[src/rtl/gof_pkg.sv]
// Package: shared definitions for the complex gain/offset stage.
// Assumes: a single write port selects one of two settings registers.
package gof_pkg;
    typedef enum logic {
        CFG_GAIN   = 1'b0,
        CFG_OFFSET = 1'b1
    } cfg_sel_e;
endpackage

[src/rtl/gof_cfg_regs.sv]
// Module: holds the gain and offset settings.
// Assumes: a write becomes visible on the edge after cfg_we, so a sample
// captured on the write edge still reads the old value.
module gof_cfg_regs #(
    parameter int W = 16
) (
    input  logic                clk,
    input  logic                rst_n,
    input  logic                cfg_we,
    input  logic                cfg_sel,
    input  logic [W-1:0]        cfg_wdata,
    output logic signed [W-1:0] gain,
    output logic signed [W-1:0] offs
);
    import gof_pkg::*;

    localparam logic signed [W-1:0] GAIN_RST = {1'b0, {(W-1){1'b1}}};

    logic signed [W-1:0] gain_q;
    logic signed [W-1:0] offs_q;

    // Load the selected settings register on a write strobe.
    always_ff @(posedge clk) begin
        if (!rst_n) begin
            gain_q <= GAIN_RST;
            offs_q <= '0;
        end else if (cfg_we) begin
            if (cfg_sel_e'(cfg_sel) == CFG_GAIN) gain_q <= cfg_wdata;
            else                                  offs_q <= cfg_wdata;
        end
    end

    assign gain = gain_q;
    assign offs = offs_q;

    // with no write strobe, neither setting moves.
    a_r8_quiet: assert property (@(posedge clk) disable iff (!rst_n)
        !cfg_we |=> ($stable(gain_q) && $stable(offs_q)));

    // a gain write lands and leaves the offset untouched.
    a_r8_gain_lands: assert property (@(posedge clk) disable iff (!rst_n)
        (cfg_we && !cfg_sel) |=> (gain_q == $past(cfg_wdata) && $stable(offs_q)));

    // an offset write lands and leaves the gain untouched.
    a_r8_offs_lands: assert property (@(posedge clk) disable iff (!rst_n)
        (cfg_we && cfg_sel) |=> (offs_q == $past(cfg_wdata) && $stable(gain_q)));
endmodule

[src/rtl/gof_pipe_ctrl.sv]
// Module: valid tracking for the two-stage pipeline.
// Assumes: both stages advance together; the pipeline moves whenever the
// output stage is empty or being drained.
module gof_pipe_ctrl (
    input  logic clk,
    input  logic rst_n,
    input  logic in_valid,
    input  logic out_ready,
    output logic in_ready,
    output logic adv,
    output logic out_valid
);
    logic s1_v;
    logic s2_v;

    assign adv       = !s2_v || out_ready;
    assign in_ready  = adv;
    assign out_valid = s2_v;

    // Move valid flags one stage forward on every advance.
    always_ff @(posedge clk) begin
        if (!rst_n) begin
            s1_v <= 1'b0;
            s2_v <= 1'b0;
        end else if (adv) begin
            s1_v <= in_valid;
            s2_v <= s1_v;
        end
    end

    // an accepted sample occupies stage one on the next cycle.
    a_r6_fill: assert property (@(posedge clk) disable iff (!rst_n)
        (in_valid && in_ready) |=> s1_v);

    // a filled stage one moves to the output on an advance.
    a_r6_forward: assert property (@(posedge clk) disable iff (!rst_n)
        (s1_v && adv) |=> out_valid);

    // a refused output sample stays offered.
    a_r7_hold_valid: assert property (@(posedge clk) disable iff (!rst_n)
        (out_valid && !out_ready) |=> out_valid);
endmodule

[src/rtl/gof_lane.sv]
// Module: one real lane. Stage one registers the full product and a copy
// of the offset; stage two rounds, saturates, adds the offset and
// saturates again.
// Assumes: inputs and settings are signed Q1.15 codes of width W.
module gof_lane #(
    parameter int W = 16
) (
    input  logic                clk,
    input  logic                rst_n,
    input  logic                adv,
    input  logic signed [W-1:0] smp,
    input  logic signed [W-1:0] gain,
    input  logic signed [W-1:0] offs,
    output logic signed [W-1:0] res
);
    localparam int PW = 2 * W;
    localparam logic signed [PW:0]   BIAS_POS = (PW + 1)'(1) << (W - 2);
    localparam logic signed [PW:0]   BIAS_NEG = BIAS_POS - (PW + 1)'(1);
    localparam logic signed [W-1:0]  MAXV = {1'b0, {(W-1){1'b1}}};
    localparam logic signed [W-1:0]  MINV = {1'b1, {(W-1){1'b0}}};
    localparam logic signed [PW-1:0] CORNER = PW'(1) << (PW - 2);

    logic signed [PW-1:0] prod_q;
    logic signed [W-1:0]  off_q;
    logic signed [W-1:0]  res_q;
    logic signed [PW:0]   rnd_sum;
    logic signed [PW:0]   scaled;
    logic signed [W-1:0]  scl;
    logic signed [W:0]    osum;
    logic signed [W-1:0]  fin;

    // Stage one: capture the product and the offset in force at acceptance.
    always_ff @(posedge clk) begin
        if (!rst_n) begin
            prod_q <= '0;
            off_q  <= '0;
        end else if (adv) begin
            prod_q <= smp * gain;
            off_q  <= offs;
        end
    end

    // Round half away from zero, rescale by 2^-(W-1), then clamp.
    always_comb begin
        rnd_sum = {prod_q[PW-1], prod_q} + (prod_q[PW-1] ? BIAS_NEG : BIAS_POS);
        scaled  = rnd_sum >>> (W - 1);
        if ((scaled[PW:W-1] == '0) || (scaled[PW:W-1] == '1))
            scl = scaled[W-1:0];
        else
            scl = scaled[PW] ? MINV : MAXV;
    end

    // Add the offset one bit wider, then clamp to the Q1.15 range.
    always_comb begin
        osum = {scl[W-1], scl} + {off_q[W-1], off_q};
        if (osum[W] != osum[W-1])
            fin = osum[W] ? MINV : MAXV;
        else
            fin = osum[W-1:0];
    end

    // Stage two: register the lane result.
    always_ff @(posedge clk) begin
        if (!rst_n) res_q <= '0;
        else if (adv) res_q <= fin;
    end

    assign res = res_q;

    // minus one times minus one clamps to the largest code.
    a_r4_corner_sat: assert property (@(posedge clk) disable iff (!rst_n)
        (adv && prod_q == CORNER && off_q == '0) |=> res_q == MAXV);

    // with zero offset, the result is the rescaled product unchanged.
    a_r5_zero_offset: assert property (@(posedge clk) disable iff (!rst_n)
        (adv && off_q == '0) |=> res_q == $past(scl));
endmodule

[src/rtl/cplx_gain_offset.sv]
// Module: complex Q1.15 gain and offset stage, top level.
// Assumes: sample word packs I in the upper half and Q in the lower half;
// two-cycle latency, whole pipeline stalls on output backpressure.
module cplx_gain_offset #(
    parameter int W = 16
) (
    input  logic           clk,
    input  logic           rst_n,
    input  logic           in_valid,
    output logic           in_ready,
    input  logic [2*W-1:0] in_data,
    output logic           out_valid,
    input  logic           out_ready,
    output logic [2*W-1:0] out_data,
    input  logic           cfg_we,
    input  logic           cfg_sel,
    input  logic [W-1:0]   cfg_wdata
);
    localparam int LANES = 2;

    logic                adv;
    logic signed [W-1:0] gain;
    logic signed [W-1:0] offs;

    gof_cfg_regs #(.W(W)) u_cfg (
        .clk       (clk),
        .rst_n     (rst_n),
        .cfg_we    (cfg_we),
        .cfg_sel   (cfg_sel),
        .cfg_wdata (cfg_wdata),
        .gain      (gain),
        .offs      (offs)
    );

    gof_pipe_ctrl u_ctrl (
        .clk       (clk),
        .rst_n     (rst_n),
        .in_valid  (in_valid),
        .out_ready (out_ready),
        .in_ready  (in_ready),
        .adv       (adv),
        .out_valid (out_valid)
    );

    // Lane 0 carries Q (low half), lane 1 carries I (high half).
    for (genvar k = 0; k < LANES; k++) begin : g_lane
        logic signed [W-1:0] lane_res;
        gof_lane #(.W(W)) u_lane (
            .clk   (clk),
            .rst_n (rst_n),
            .adv   (adv),
            .smp   (in_data[k*W +: W]),
            .gain  (gain),
            .offs  (offs),
            .res   (lane_res)
        );
        assign out_data[k*W +: W] = lane_res;
    end

    // a refused output word does not change.
    a_r7_data_stable: assert property (@(posedge clk) disable iff (!rst_n)
        (out_valid && !out_ready) |=> $stable(out_data));

    // no new sample is taken while the output is held.
    a_r7_no_take: assert property (@(posedge clk) disable iff (!rst_n)
        (out_valid && !out_ready) |-> !in_ready);
endmodule

[config.mk]
export PLATFORM = sky130hd
export DESIGN_NAME = cplx_gain_offset
export DESIGN_NICKNAME = d
export VERILOG_FILES = /design/src/rtl/gof_pkg.sv /design/src/rtl/gof_cfg_regs.sv /design/src/rtl/gof_pipe_ctrl.sv /design/src/rtl/gof_lane.sv /design/src/rtl/cplx_gain_offset.sv
export SDC_FILE = /design/constraint.sdc
export NUM_CORES = 2
export LEC_CHECK = 0
export ABC_AREA = 1
export BUFFER_PORTS_ARGS = -buffer_cell sky130_fd_sc_hd__buf_2
export CAP_MARGIN = 20
export CORE_MARGIN = 5
export CORE_UTILIZATION = 25
export DETAILED_ROUTE_END_ITERATION = 7
export GPL_ROUTABILITY_DRIVEN = 0
export PLACE_DENSITY = 0.37
export SLEW_MARGIN = 20
export SYNTH_ARGS = -nofsm -noshare
export SYNTH_HDL_FRONTEND = slang
export SYNTH_SLANG_ARGS = --single-unit
[constraint.sdc]
create_clock -name clk -period 10.4 [get_ports clk]
set_input_delay 0.52 -clock clk [delete_from_list [all_inputs] [get_ports clk]]
set_output_delay 0.52 -clock clk [all_outputs]
set_load 0.005 [all_outputs]
# After elaboration in Yosys (flattened, before gate mapping)
# Cells that the tools add are included.
# op_classes
mux	10
n_shift	0
n_reduce_logical	8
n_addsub	4
order_cmp	0
div	0
eq_ne	4
multipliers	2
bitwise_logic	1
# ops
op	n
two-way mux 16 bit	8
adder 33 bit	2
multiplier 16 x 16 -> 32 bit	2
equality test 18 bit, second input constant	2
logical NOT 18 bit	2
adder 16 x 16 -> 17 bit	2
two-way mux 15 bit	2
AND reduction 2 bit	2
logical OR 1 bit	3
!= test 1 bit	2
logical NOT 1 bit	1
NOT 1 bit	1
# totals
inputBits	54
ff_bits	146
latch_bits	0
elab_cells	38
romBits	0
mem_count	0
output_inout_bits	34
ram_bits	0

# Logic depth before layout (Yosys ltp)
# logic_depth
depth_word	8
depth_mapped	29
depth_no_buf	27

# Hierarchy
# A second synthesis with hierarchy kept.
# hier_totals
cells_unflattened	4473
hier_area_um2	31916.9
# by_module_without_submodules
mod	area_each_um2	cells_per_inst	seq_area_each_um2	instances
gof_lane at g_lane[0].u_lane	15433.6	2187	1281.2	1
gof_lane at g_lane[1].u_lane	15168.3	2130	1281.2	1
gof_cfg_regs	1224.9	145	640.6	1
gof_pipe_ctrl	90.1	11	40.0	1

# Least setup slack after synthesis
# OpenSTA, ideal clock, no wires.
# synth_path
path_type	input to register
startpoint	in in_data[15]
endpoint	reg g_lane[0].u_lane.prod_q[26]
cell_stages	23
arrival_ns	5.604
path_slack_ns	4.682
n_path_buf	1
setup_time_ns	0.114
required_time_ns	10.286
path_cell_list	clkbuf_1 nand2_1 inv_1 fa_1 fa_1 inv_1 fa_1 inv_1 fa_1 fa_1 inv_1 fa_1 inv_1 ha_1 nand2_1 nor2_1 inv_1 nor3_1 o21ai_0 nand3_1 nor2_1 o21bai_1 inv_1
# synth_via
elab_chain_len	1
# synth_lines
element	line_no	text
start, declared	cplx_gain_offset.sv:11	input logic [2*W-1:0] in_data,
multiplier 16 x 16 -> 32 bit	gof_lane.sv:38	prod_q <= smp * gain;
end signal, assigned	gof_lane.sv:38	
end, declared	gof_lane.sv:23	logic signed [PW-1:0] prod_q;
# Every way passes these cells.
# A chain may end at the register's enable or synchronous reset.

# Worst setup path after layout
# layout_path
startpoint	reg u_cfg.gain_q[2] (netlist: u_cfg.gain[2])
endpoint	reg g_lane[0].u_lane.prod_q[31]
# layout_via
elab_chain_len	1
# layout_lines
element	line_no	text
start, declared	gof_cfg_regs.sv:19	logic signed [W-1:0] gain_q;
start signal, assigned	gof_cfg_regs.sv:28	if (cfg_sel_e'(cfg_sel) == CFG_GAIN) gain_q <= cfg_wdata;
multiplier 16 x 16 -> 32 bit	gof_lane.sv:38	
# Every way passes these cells.

==> run summary <==
Static timing analysis puts the maximum clock frequency at 158 MHz. For this run, the number of Yosys warnings is 0. The y dimension of the die came out at 362 µm. The register bit total from synthesis came out at 146. The kind of end point of the critical path is a register. The smallest clock period supported by the final layout is computed as 6.32 ns. In the routed layout, each cell is associated on average with a via count of around 4.3. The mean routed wirelength per cell is 16.6 µm.

The biggest area contributor in the post-synthesis netlist is sky130_fd_sc_hd__fa_1. For this run, the post-layout net count is 5114. The number of fill cells is ~14000. The leading cell type in the layout, fill and taps excluded is sky130_fd_sc_hd__inv_1. The total routing resource utilization after global routing is 0.155. The clock edge transition at the registers on the reported setup and hold paths came out at 0.07 ns.

Input and output buffers added on the ports amount to 87. The final count of hold timing violations came out at 0. The half-perimeter wire length after detailed placement is 80.5 mm. The total clock sinks is 146.

The run finished with clean final reports. The initial core utilization came out at 0.251. The post-route clock skew came out at 0.0162 ns. The clock tree root buffer cell is sky130_fd_sc_hd__clkbuf_16. The post-synthesis cell area came out at 31000 µm². The via count of the first global-routing pass was 27831. Sorting the synthesized cells by area gives the leading types as sky130_fd_sc_hd__fa_1, sky130_fd_sc_hd__inv_1, sky130_fd_sc_hd__nand2_1, sky130_fd_sc_hd__dfxtp_1, sky130_fd_sc_hd__ha_1. The core area came out at around 120000 µm².

Buffers inserted to repair hold after CTS numbered 0. For this block, the initial DRC count from the detailed router was 1168. The maximum root-to-sink buffer count is 2.

The post-route DRC violation count is 0. Once placement finished, the instance area stood at 33000 µm². The worst path required time came out at 10.76 ns. The startpoint class of the critical path is a register. The number of instances in the synthesized netlist is 4352. The endpoint arrival time on the critical path is 6.69 ns. The latest clock arrival within the worst-skew pair came out at 0.46 ns.

Post-CTS timing repair inserted 0 buffers for setup. The net count after synthesis is between 5000 and 6000. The share of synthesized area in the top cell type comes to 0.340. The number of rows created at floorplan came out at 129. For the final routed database, the setup TNS stands at 0 ns. TritonCTS built the clock tree.

After routing the design area is 33500 µm². Synthesis instantiated 44 different standard cells from the library. The total iterations of the first detailed-routing run is 5.

Wires add up to 98.9 mm. The setup path with the least slack is of type register to register. The detail route stage leaves a number of antenna-violating nets equal to 0. The number of slew-limit violations in the final report came out at 0. The TritonCTS buffer count came out at 17. The library cells used most frequently in the layout, excluding fill and tap cells, are sky130_fd_sc_hd__inv_1, sky130_fd_sc_hd__nand2_1, sky130_fd_sc_hd__fa_1. The count of boundary I/O pins came out at between 80 and 90. The die is 362 µm wide. The worst slew slack as a fraction of its limit came out at 0.442. The worst hold-check path type is input pin to register. In this run the worst path has a maximum fanout of 29. After clock tree synthesis, the repair step resized 0 gates.

The first global-routing pass estimated between 150 and 200 mm of wire. A synthesized cell averages 7.12 µm². The post-route fraction of the period consumed by the critical path came out at 0.608. The register area share after synthesis is 0.0943. The ratio of cells with drive above 1 in the final layout is 0.0527. The max-cap violation count is 0. Setup violations remaining at the end of the flow were counted as 0.

The total congestion overflow is 0. Entering global routing, the biggest net connects 87 pins. The detailed-route via count came out at 25597.

The post-synthesis to final-layout area growth is 8.13%. The maximum level of the CTS H-tree came out at 4. The full die area came out at 131000 µm². The slew at the pin closest to its max-slew limit is 0.837 ns. The setup slack on the worst flop-to-flop path is a little over 4 ns. Setup repair after global routing left no endpoint under its margin. The number of antenna violations at the first check in global routing is 6.
sequential cells by signal, indices dropped and copies added (netlist names):
register / cells
g_lane.u_lane.off_q: 16
g_lane.u_lane.prod_q: 64
g_lane.u_lane.res: 32
u_cfg.gain: 16
u_cfg.offs: 16
u_ctrl.out_valid: 1
u_ctrl.s1_v: 1
worst max-delay path, stage by stage (launching register included):
cell                      delay, ns
sky130_fd_sc_hd__dfxtp_1       0.39
sky130_fd_sc_hd__buf_4         0.38
sky130_fd_sc_hd__nand2_1       0.15
sky130_fd_sc_hd__inv_1         0.11
sky130_fd_sc_hd__fa_1          0.56
sky130_fd_sc_hd__fa_1          0.86
sky130_fd_sc_hd__inv_1         0.15
sky130_fd_sc_hd__fa_1          0.50
sky130_fd_sc_hd__inv_1         0.05
sky130_fd_sc_hd__fa_1          0.49
sky130_fd_sc_hd__fa_1          0.50
sky130_fd_sc_hd__inv_1         0.05
sky130_fd_sc_hd__fa_1          0.48
sky130_fd_sc_hd__inv_1         0.05
sky130_fd_sc_hd__ha_1          0.37
sky130_fd_sc_hd__nand2_1       0.17
sky130_fd_sc_hd__nor2_1        0.16
sky130_fd_sc_hd__nand2_1       0.11
sky130_fd_sc_hd__nor3_1        0.20
sky130_fd_sc_hd__nand2_1       0.17
sky130_fd_sc_hd__nand3_1       0.12
sky130_fd_sc_hd__nand3_1       0.07
sky130_fd_sc_hd__nand2_1       0.08
sky130_fd_sc_hd__inv_1         0.03
cells in the mapped netlist, drive strengths merged:
library cell	count
a21oi	198
fa	526
xnor2	19
or2	11
a21boi	1
o2111ai	1
o21bai	29
inv	1147
dfxtp	146
a31oi	2
and2	4
nand4	28
nand3	168
buf	20
o21a	4
nor4	11
o211ai	11
and3	4
o221ai	2
ha	224
a21o	10
clkbuf	149
o21ai	179
nand2	1105
nand3b	10
xor2	45
nor2	260
o31a	3
a31o	3
nor3	32
path summary, 6_finish.rpt:
path,start,endpoint,cells after the start
worst max-delay path,u_cfg.gain[2],g_lane[0].u_lane.prod_q[31],23
worst min register to register,u_cfg.gain[6],u_cfg.gain[6],2
worst max register to register,u_cfg.gain[2],g_lane[0].u_lane.prod_q[31],23
worst min-delay path,cfg_wdata[11],u_cfg.gain[11],3
per-stage QoR:
stage | instances | worst slack (ns) | utilization | hold WS (ns)
global placement | 5928 | 3.87 | 0.267 | 0.450
global route | 5961 | 3.57 | 0.271 | 0.275
floorplan | 4352 | 4.68 | - | 0.441
finish | 5961 | 4.08 | 0.271 | 0.292
detailed placement | 5928 | 3.96 | 0.267 | 0.452
CTS | 5960 | 4.04 | 0.271 | 0.250
kinds of logic (layout without fill, tap and decap cells):
| group | count (synthesis) | count (layout) | share of synthesized area |
|---|---|---|---|
| xor gates and xnor gates | 64 | 64 | 0.0181 |
| and+or+nand+nor | 1633 | 1633 | 0.214 |
| adders and majority gates | 750 | 750 | 0.430 |
| other | 0 | 1 | 0 |
| buffers and inverters | 1316 | 1287 | 0.161 |
| DFF | 146 | 146 | 0.0943 |
| AOI/OAI and AO/OA | 443 | 443 | 0.0816 |
per-layer routing:
layer / vias to the layer above / routed length (µm) / track usage
li1: 12730 / - / -
met1: 12524 / 45600 / 0.202
met2: 277 / 49200 / 0.280
met3: 58 / 2870 / 0.0200
met4: 8 / 1130 / 0.0230
met5: - / 51 / 0
area by class of cell:
cell class | count | area (µm²) | share of cell area
repair buffers | 108 | 596 | 0.0178
clock buffers | 19 | 433 | 0.0129
flip-flops and latches | 146 | 2920 | 0.0872
well taps | 1637 | 2050 | 0.0611
multi-input cells | 2890 | 23100 | 0.689
clock inverters | 13 | 128 | 0.00381
diodes | 1 | 2.50 | 0.0000747
inverters | 1147 | 4310 | 0.129
Power is left out: the tool's default activity adds up to more than one toggle a clock period on the data nets, which glitch-free logic cannot reach.
